### src/rtl/irq_pkg.sv
`timescale 1ns/1ps
package irq_pkg;
  localparam int unsigned DW = 8;

  typedef enum logic [1:0] {
    ADDR_REQ  = 2'd0,
    ADDR_EN   = 2'd1,
    ADDR_SEL  = 2'd2,
    ADDR_STAT = 2'd3
  } reg_addr_e;

  localparam int unsigned STAT_DIS_BIT = 2;
  localparam int unsigned STAT_SAV_BIT = 3;
endpackage

### src/rtl/irq_sync_edge.sv
`timescale 1ns/1ps
module irq_sync_edge #(
  parameter int unsigned W       = 2,
  parameter logic [W-1:0] RST_VAL = '0
) (
  input  logic         clk_i,
  input  logic         rst_ni,
  input  logic [W-1:0] pin_i,
  input  logic [W-1:0] pol_i,   // 1: rising, 0: falling
  output logic [W-1:0] edge_o
);
  for (genvar g = 0; g < W; g++) begin : g_pin
    logic s1_q, s2_q, prev_q;
    always_ff @(posedge clk_i or negedge rst_ni) begin
      if (!rst_ni) begin
        s1_q   <= RST_VAL[g];
        s2_q   <= RST_VAL[g];
        prev_q <= RST_VAL[g];
      end else begin
        s1_q   <= pin_i[g];
        s2_q   <= s1_q;
        prev_q <= s2_q;
      end
    end
    assign edge_o[g] = pol_i[g] ? (s2_q & ~prev_q) : (~s2_q & prev_q);
  end
endmodule

### src/rtl/irq_req_bank.sv
`timescale 1ns/1ps
module irq_req_bank #(
  parameter int unsigned N = 8
) (
  input  logic         clk_i,
  input  logic         rst_ni,
  input  logic [N-1:0] set_i,
  input  logic [N-1:0] sw_clr_i,
  input  logic [N-1:0] ack_clr_i,
  output logic [N-1:0] req_o
);
  for (genvar g = 0; g < N; g++) begin : g_bit
    always_ff @(posedge clk_i or negedge rst_ni) begin
      if (!rst_ni)                         req_o[g] <= 1'b0;
      else if (set_i[g])                   req_o[g] <= 1'b1;  // hardware wins
      else if (sw_clr_i[g] || ack_clr_i[g]) req_o[g] <= 1'b0;
    end
  end
endmodule

### src/rtl/irq_prio.sv
`timescale 1ns/1ps
module irq_prio #(
  parameter int unsigned N     = 8,
  parameter int unsigned IDX_W = $clog2(N + 1)
) (
  input  logic [N-1:0]     req_i,
  input  logic [N-1:0]     en_i,
  input  logic             allow_i,
  input  logic             brk_i,
  output logic             vld_o,
  output logic [IDX_W-1:0] idx_o,
  output logic [N-1:0]     oh_o
);
  localparam logic [IDX_W-1:0] BRK_IDX = IDX_W'(N);

  logic [N-1:0] cand;
  logic         found;

  always_comb begin
    cand  = req_i & en_i & {N{allow_i}};
    found = 1'b0;
    oh_o  = '0;
    idx_o = '0;
    for (int i = 0; i < N; i++) begin
      if (cand[i] && !found) begin
        found   = 1'b1;
        oh_o[i] = 1'b1;
        idx_o   = IDX_W'(i);
      end
    end
    if (brk_i) begin
      oh_o  = '0;
      idx_o = BRK_IDX;
    end
    vld_o = brk_i | found;
  end
endmodule

### src/rtl/irq_flag.sv
`timescale 1ns/1ps
module irq_flag (
  input  logic clk_i,
  input  logic rst_ni,
  input  logic ack_i,
  input  logic rti_i,
  input  logic rti_flag_i,
  input  logic sei_i,
  input  logic cli_i,
  output logic flag_o,
  output logic saved_o
);
  always_ff @(posedge clk_i or negedge rst_ni) begin
    if (!rst_ni) begin
      flag_o  <= 1'b1;
      saved_o <= 1'b0;
    end else if (ack_i) begin
      saved_o <= flag_o;
      flag_o  <= 1'b1;
    end else if (rti_i) begin
      flag_o  <= rti_flag_i;
    end else if (sei_i) begin
      flag_o  <= 1'b1;
    end else if (cli_i) begin
      flag_o  <= 1'b0;
    end
  end
endmodule

### src/rtl/irq_ctrl.sv
`timescale 1ns/1ps
module irq_ctrl
  import irq_pkg::*;
#(
  parameter  int unsigned N_SRC   = 8,
  parameter  int unsigned N_EXT   = 2,
  parameter  int unsigned N_KEY   = 4,
  parameter  int unsigned KEY_SRC = 2,
  localparam int unsigned IDX_W   = $clog2(N_SRC + 1)
) (
  input  logic              clk_i,
  input  logic              rst_ni,
  input  logic [N_SRC-1:0]  evt_i,
  input  logic [N_EXT-1:0]  ext_pin_i,
  input  logic [N_KEY-1:0]  key_pin_i,
  input  logic              brk_i,
  input  logic              sei_i,
  input  logic              cli_i,
  input  logic              rti_i,
  input  logic              rti_flag_i,
  input  logic              ack_i,
  output logic              irq_o,
  output logic [IDX_W-1:0]  idx_o,
  output logic              saved_flag_o,
  input  logic              reg_we_i,
  input  logic [1:0]        reg_addr_i,
  input  logic [DW-1:0]     reg_wdata_i,
  output logic [DW-1:0]     reg_rdata_o
);
  localparam int unsigned KEY_EN_BIT = N_EXT;

  logic [N_SRC-1:0] req_q, en_q, hw_set, sw_clr, ack_clr, win_oh;
  logic [N_EXT-1:0] pol_q, ext_edge;
  logic [N_KEY-1:0] key_edge;
  logic             kwu_q, flag_q, saved_q, brk_q;
  logic             win_vld;
  logic [IDX_W-1:0] win_idx;
  logic             wr_req, wr_en, wr_sel;

  assign wr_req = reg_we_i && (reg_addr_i == ADDR_REQ);
  assign wr_en  = reg_we_i && (reg_addr_i == ADDR_EN);
  assign wr_sel = reg_we_i && (reg_addr_i == ADDR_SEL);

  irq_sync_edge #(.W(N_EXT), .RST_VAL('0)) u_ext (
    .clk_i, .rst_ni, .pin_i(ext_pin_i), .pol_i(pol_q), .edge_o(ext_edge)
  );

  irq_sync_edge #(.W(N_KEY), .RST_VAL('1)) u_key (
    .clk_i, .rst_ni, .pin_i(key_pin_i), .pol_i('0), .edge_o(key_edge)
  );

  always_comb begin
    hw_set                 = evt_i;
    hw_set[N_EXT-1:0]      = hw_set[N_EXT-1:0] | ext_edge;
    hw_set[KEY_SRC]        = hw_set[KEY_SRC] | (kwu_q & (|key_edge));
  end

  assign sw_clr  = wr_req ? ~reg_wdata_i[N_SRC-1:0] : '0;
  assign ack_clr = ack_i ? win_oh : '0;

  irq_req_bank #(.N(N_SRC)) u_req (
    .clk_i, .rst_ni, .set_i(hw_set), .sw_clr_i(sw_clr),
    .ack_clr_i(ack_clr), .req_o(req_q)
  );

  always_ff @(posedge clk_i or negedge rst_ni) begin
    if (!rst_ni) begin
      en_q  <= '0;
      pol_q <= '0;
      kwu_q <= 1'b0;
    end else begin
      if (wr_en) en_q <= reg_wdata_i[N_SRC-1:0];
      if (wr_sel) begin
        pol_q <= reg_wdata_i[N_EXT-1:0];
        kwu_q <= reg_wdata_i[KEY_EN_BIT];
      end
    end
  end

  // break request: set wins over its own accept
  always_ff @(posedge clk_i or negedge rst_ni) begin
    if (!rst_ni)            brk_q <= 1'b0;
    else if (brk_i)         brk_q <= 1'b1;
    else if (ack_i)         brk_q <= 1'b0;
  end

  irq_prio #(.N(N_SRC), .IDX_W(IDX_W)) u_prio (
    .req_i(req_q), .en_i(en_q), .allow_i(~flag_q), .brk_i(brk_q),
    .vld_o(win_vld), .idx_o(win_idx), .oh_o(win_oh)
  );

  irq_flag u_flag (
    .clk_i, .rst_ni, .ack_i, .rti_i, .rti_flag_i, .sei_i, .cli_i,
    .flag_o(flag_q), .saved_o(saved_q)
  );

  assign irq_o        = win_vld;
  assign idx_o        = win_idx;
  assign saved_flag_o = saved_q;

  always_comb begin
    reg_rdata_o = '0;
    unique case (reg_addr_i)
      ADDR_REQ: reg_rdata_o[N_SRC-1:0] = req_q;
      ADDR_EN:  reg_rdata_o[N_SRC-1:0] = en_q;
      ADDR_SEL: begin
        reg_rdata_o[N_EXT-1:0]  = pol_q;
        reg_rdata_o[KEY_EN_BIT] = kwu_q;
      end
      default: begin
        reg_rdata_o[STAT_DIS_BIT] = flag_q;
        reg_rdata_o[STAT_SAV_BIT] = saved_q;
      end
    endcase
  end
endmodule

### config.mk
export PLATFORM = sky130hd
export DESIGN_NAME = irq_ctrl
export DESIGN_NICKNAME = d
export VERILOG_FILES = /design/src/rtl/irq_pkg.sv /design/src/rtl/irq_sync_edge.sv /design/src/rtl/irq_req_bank.sv /design/src/rtl/irq_prio.sv /design/src/rtl/irq_flag.sv /design/src/rtl/irq_ctrl.sv
export SDC_FILE = /design/constraint.sdc
export NUM_CORES = 1
export LEC_CHECK = 0
export ABC_CLOCK_PERIOD_IN_PS = 1800
export BUFFER_PORTS_ARGS = -buffer_cell sky130_fd_sc_hd__buf_2
export CAP_MARGIN = 0
export CORE_MARGIN = 2
export CORE_UTILIZATION = 51
export CTS_CLUSTER_SIZE = 28
export DETAILED_ROUTE_END_ITERATION = 8
export GPL_TIMING_DRIVEN = 1
export PLACE_DENSITY = 0.78
export SLEW_MARGIN = 20
export SYNTH_ARGS = -nofsm -noshare
export SYNTH_HDL_FRONTEND = slang
export SYNTH_SLANG_ARGS = --single-unit
export TNS_END_PERCENT = 5
### constraint.sdc
create_clock -name clk_i -period 1.8 [get_ports clk_i]
set_input_delay 0.18 -clock clk_i [delete_from_list [all_inputs] [get_ports clk_i]]
set_output_delay 0.18 -clock clk_i [all_outputs]
set_load 0.03 [all_outputs]
Word level (Yosys, flattened, before mapping)
Index checks and enable logic that the tools add are counted.
{ "totals": {"out_inout_bits": 14, "regBits": 40} }
{ "op_classes": {"reduce_logical": 37, "mux": 54, "bitwise_logic": 24, "eq_ne": 2} }
{ "op_table": {"columns": ["op", "count"], "rows": [
  ["$mux W1", 40],
  ["$mux W8", 3],
  ["$reduce_bool A2 Y1", 9],
  ["$and A8 B8 Y8", 2],
  ["$mux W3", 4],
  ["$logic_and A1 B1 Y1", 10],
  ["$and A1 B1 Y1", 9],
  ["$not A1 Y1", 9],
  ["$logic_or A1 B1 Y1", 8],
  ["$not A8 Y8", 1],
  ["$pmux W4 S2", 1],
  ["$logic_not A1 Y1", 7],
  ["$pmux W1 S3", 2],
  ["$pmux W2 S3", 1],
  ["$mux W2", 2],
  ["$mux W4", 1],
  ["$reduce_bool A4 Y1", 1],
  ["$reduce_or A4 Y1", 1],
  ["$eq A2 B1 Y1 const B", 1],
  ["$eq A2 B2 Y1 const B", 1],
  ["$logic_not A2 Y1", 1],
  ["$or A1 B1 Y1", 2],
  ["$or A2 B2 Y2", 1]
]} }

Logic depth before layout (Yosys ltp)
{ "logic_depth": {"word_depth": 29, "ltp_mapped": 4, "mapped_depth_nobuf": 3} }

Hierarchy
Synthesis repeated with hierarchy kept, for this count alone.
{ "unflattened": {"hier_cells": 175, "hier_area_um2": 1988.2} }
{ "modules_own_cells": {"columns": ["mod", "cells_each", "seq_area_each_um2", "instances", "area_each_um2"], "rows": [
  ["irq_ctrl", 70, 300.3, 1, 767.0],
  ["irq_sync_edge (u_key)", 24, 315.3, 1, 401.6],
  ["irq_req_bank", 24, 200.2, 1, 290.3],
  ["irq_prio", 38, 0.0, 1, 234.0],
  ["irq_sync_edge (u_ext)", 12, 150.1, 1, 191.4],
  ["irq_flag", 7, 51.3, 1, 103.8]
]} }

Worst setup path after synthesis
Ideal clock, no wire load.
{ "synth_timing": {"path_type": "reg2out", "start": "register u_flag.flag_o", "end": "output idx_o[0]", "n_path_buf": 1, "path_stages_with_launch": 4, "t_arrival_ns": 1.796, "slack_ns": -0.176, "required_ns": 1.620, "path_cell_list": "dfstp_2 -> clkbuf_1 -> o211ai_1 -> o32ai_1"} }
{ "synth_via": {"elab_chain_cells": 25, "word_cells_on_any_way": 31, "classes_between": "mux (15); bitwise (2); reduce/logical (14)"} }
{ "synth_rtl": {"columns": ["element", "line_no", "text"], "rows": [
  ["start, declared", "irq_flag.sv:10", "output logic flag_o,"],
  ["start signal, assigned", "irq_flag.sv:21", "flag_o <= rti_flag_i;"],
  ["$not A1 Y1 (*)", "irq_ctrl.sv:88", ".req_i(req_q), .en_i(en_q), .allow_i(~flag_q), .brk_i(brk_q),"],
  ["$and A8 B8 Y8 (*)", "irq_prio.sv:20", "cand = req_i & en_i & {N{allow_i}};"],
  ["$mux W1", "irq_prio.sv:25", "if (cand[i] && !found) begin"],
  ["$logic_not A1 Y1", "irq_prio.sv:25", null],
  ["$logic_and A1 B1 Y1", "irq_prio.sv:25", null],
  ["$mux W1", "irq_prio.sv:25", null],
  ["$logic_not A1 Y1", "irq_prio.sv:25", null],
  ["$logic_and A1 B1 Y1", "irq_prio.sv:25", null],
  ["(+9 left out)", null, null],
  ["$mux W1", "irq_prio.sv:25", null],
  ["$logic_not A1 Y1", "irq_prio.sv:25", null],
  ["$logic_and A1 B1 Y1", "irq_prio.sv:25", null],
  ["$mux W1", "irq_prio.sv:25", null],
  ["$logic_not A1 Y1", "irq_prio.sv:25", null],
  ["$logic_and A1 B1 Y1", "irq_prio.sv:25", null],
  ["$mux W3 (*)", "irq_prio.sv:25", null],
  ["$mux W4 (*)", "irq_prio.sv:31", "if (brk_i) begin"],
  ["end, declared", "irq_ctrl.sv:23", "output logic [IDX_W-1:0] idx_o,"]
]} }
Mark *: on every way between the ends. The rest lies on a longest branch, timed or not.

Worst setup path after layout
{ "layout_timing": {"start": "register u_req.req_o[0]", "end": "output idx_o[0]"} }
{ "layout_via": {"elab_chain_cells": 25, "word_cells_on_any_way": 31, "classes_between": "mux (15); bitwise (2); reduce/logical (14)"} }
{ "layout_rtl": {"columns": ["element", "line_no", "text"], "rows": [
  ["start, declared", "irq_req_bank.sv:10", "output logic [N-1:0] req_o"],
  ["start signal, assigned by index", "irq_req_bank.sv:14", "if (!rst_ni) req_o[g] <= 1'b0;"],
  ["start signal, assigned by index", "irq_req_bank.sv:15", "else if (set_i[g]) req_o[g] <= 1'b1;"],
  ["start signal, assigned by index", "irq_req_bank.sv:16", "else if (sw_clr_i[g] || ack_clr_i[g]) req_o[g] <= 1'b0;"],
  ["$and A8 B8 Y8 (*) (2 in a row)", "irq_prio.sv:20", null],
  ["$mux W1 (*)", "irq_prio.sv:25", null],
  ["$logic_not A1 Y1", "irq_prio.sv:25", null],
  ["$logic_and A1 B1 Y1", "irq_prio.sv:25", null],
  ["$mux W1", "irq_prio.sv:25", null],
  ["$logic_not A1 Y1", "irq_prio.sv:25", null],
  ["$logic_and A1 B1 Y1", "irq_prio.sv:25", null],
  ["$mux W1", "irq_prio.sv:25", null],
  ["(+8 left out)", null, null],
  ["$mux W1", "irq_prio.sv:25", null],
  ["$logic_not A1 Y1", "irq_prio.sv:25", null],
  ["$logic_and A1 B1 Y1", "irq_prio.sv:25", null],
  ["$mux W1", "irq_prio.sv:25", null],
  ["$logic_not A1 Y1", "irq_prio.sv:25", null],
  ["$logic_and A1 B1 Y1", "irq_prio.sv:25", null],
  ["$mux W3 (*)", "irq_prio.sv:25", null],
  ["$mux W4 (*)", "irq_prio.sv:31", null]
]} }
Marks and branches as above.

==> results.md <==
* Status: finished, violations left
* Failing checks: setup timing
* CP Launch Type: flip-flop
* Synthesized instance count at 141
* Final Wtd Congestion at between 0.8 and 0.9
* Final WL at between 4000 and 5000 um
* CP max FO at 3
* Final period utilization at 1.04
* Required @ worst endpoint at 1620 ps
* Period minus WS final at 1870 ps
* Post-route ant nets at 0
* Syn Nets at 174
* CTS buffer count at 5
* First-pass GRT wire length at 6920 um
* P&R area growth vs syn at 32.7%
* Initial core utilization at 0.534
* Synth top area cells: dfrtp_1 (38%), dfstp_2 (19%), mux2_2 (7.6%)
* FF-to-FF setup slack at 280 ps
* Async set or reset register ratio after synthesis at 1.00
* Synth Flop Type: dfrtp_1
* Largest net degree at the start of global routing at 41
* Synth area leader: dfrtp_1
* Setup-failing EPs final at 3
* Worst Setup SP: u_req.req_o[0]
* TritonCTS clock tree: built
* WL per Instance at about 16 um
* Top-count cell post-synth: dfrtp_1
* Max Buffers Root-to-Sink at 2
* Skew-Pair Late Insertion Delay at 350 ps
* Initial DRC Count at 79
* Die X-Extent at 63.1 um
* Total via count in the routed design at approximately 1400
* R2r startpoint: u_req.req_o[0]
* Hold wc startpoint: evt_i[0]
* Top cells by count, synth: dfrtp_1 (27), dfstp_2 (13), mux2_2 (12), nand2b_1 (8)
* # rows at 21
* Hold WS at 24.5 ps
* Cell leakage power at 1.04 nW
* Total Power at 2.17 mW
* Seq/Total Area, Yosys at 0.571
* Cell Pwr Density at 918 mW/mm^2
* Port-buffer cells at 46
* Final core utilization at 0.709
* Actual slew at the worst max-slew pin at ~530 ps
* Setup Crit Path Kind: flip-flop to output port
* Ports at 47
* Max IR drop VDD at 620 uV
* Worst Skew at around 7.4 ps
* Max Clk Rate at 535 MHz
* Total clock sinks at 40
* Relative slew slack at 0.648
* Setup WS post-layout at -69.0 ps
* Worst Path Arrival at 1690 ps
* Min-delay worst type: input port to flip-flop
* GRT Util Overall at 0.225
* Cell variety after synth at 43
* DRC errors left at 0
* Clk slew on worst S/H paths at 110 ps
* Total die area at 0.00398 mm^2
* Syn Std Cell Area at 0.00178 mm^2
* Setup TNS at -108 ps
* Synth top area share at 0.379
* Avg Inst Size Synth at 12.6 um^2
* Unrepaired setup endpoints after global routing: true
* #FFs+latches synth at 40
* Final hold vios at 0
* Antenna diode count at 0
* Vias in the first global route at ~1500
* H-tree depth at 2
* Gr ovfl total at 0
* Vias per cell at between 5 and 6
* Worst Setup End Kind: output port
* Root Buffer: clkbuf_4
* Pre-antenna DRT Iters at 4
* Antenna violations before repair at 0
* Fin. max-slew vios at 0
* Core Box Area at 0.00334 mm^2
* Die height at 63.1 um
* Dpl hpwl at 2840 um
* Share of cells above drive strength 1 at 0.484
* Max cap viols at 0
* NumNets Final at 245
* Number of synthesized flops with an enable pin at 0
* Fillcell total at between 200 and 300
* Synth Warn # at 0
-- logic make-up (layout without fill, tap and decap cells) --
| logic type | count (synthesis) | count (layout) | synth area share |
|---|---|---|---|
| AO/OA/AOI/OAI | 36 | 36 | 0.159 |
| multiplexers | 20 | 20 | 0.128 |
| flip-flops | 40 | 40 | 0.571 |
| AND/OR/NAND/NOR | 36 | 36 | 0.120 |
| buffers and inverters | 9 | 81 | 0.0225 |
-- final timing paths --
kind / depth (start not counted) / endpoint
setup / recovery: 5 / idx_o[0]
hold reg to reg: 0 / u_key.g_pin[2].s2_q
setup reg to reg: 5 / u_req.req_o[5]
max in group asynchronous: 3 / u_flag.flag_o
hold / removal: 2 / u_req.req_o[0]
min in group asynchronous: 3 / u_ext.g_pin[0].prev_q
-- per-stage QoR --
step                area, um^2  setup WS (ps)  std cells
floorplan                 1790            100        141
global placement          2090            249        233
detailed placement        2090            217        233
CTS                       2340          -53.7        256
global route              2370           -140        259
finish                    2370          -69.0        259
-- timing repair --
| item | in CTS | in global routing |
|---|---|---|
| endpoints found under the setup margin | 4 | 4 |
| hold endpoints to repair | 34 | 0 |
| pin swaps | 4 | 3 |
| gates resized for setup | 5 | 1 |
| hold buffers | 8 | 0 |
| buffers inserted | 7 | 3 |
-- per-layer routing --
layer	vias up	part of all wire	wire length, um	track usage
met5	-	0	0	0
met2	48	0.52	2130	0.392
met3	6	0.065	263	0.0607
met4	0	0.012	49	0.0694
li1	669	-	-	-
met1	697	0.40	1620	0.272
-- layout by cell type (no fill, tap or decap), drive strengths merged, types with 5 or more instances in the layout --
| master | Yosys | layout |
|---|---|---|
| mux2 | 12 | 12 |
| dlygate4sd3 | 0 | 8 |
| clkbuf | 2 | 7 |
| o21a | 5 | 5 |
| dfrtp | 27 | 27 |
| mux2i | 7 | 7 |
| buf | 3 | 61 |
| nand2b | 8 | 8 |
| nor2 | 7 | 7 |
| o21ai | 5 | 5 |
| dfstp | 13 | 13 |
-- power breakdown --
part	total (mW)	internal, mW	switching, mW
clock network	0.652	0.369	0.284
logic	0.451	0.223	0.228
registers	1.07	0.989	0.0786
-- critical path, cell delays in order, from the launching register on --
cell      delay, ps
dfrtp_1         410
a22oi_2         190
buf_4           140
o211ai_1        120
o32ai_2         280
buf_4           200
-- flip-flops by register name, indices dropped and copies added (netlist names), 4 cells and up --
signal / cells
u_req.req_o: 8
u_key.g_pin.s2_q: 4
u_key.g_pin.prev_q: 4
en_q: 8
u_key.g_pin.s1_q: 4
-- cell type report --
cell class / count / area [um^2] / share of cell area
clock buffers: 7 / 65.1 / 0.0275
clock inverters: 1 / 30.0 / 0.0127
inverters: 4 / 15.0 / 0.00635
multi-input cells: 92 / 753 / 0.318
flip-flops and latches: 40 / 1020 / 0.430
well taps: 46 / 57.6 / 0.0243
repair buffers: 69 / 428 / 0.181
Note: power is estimated with default switching activity, not from simulation.
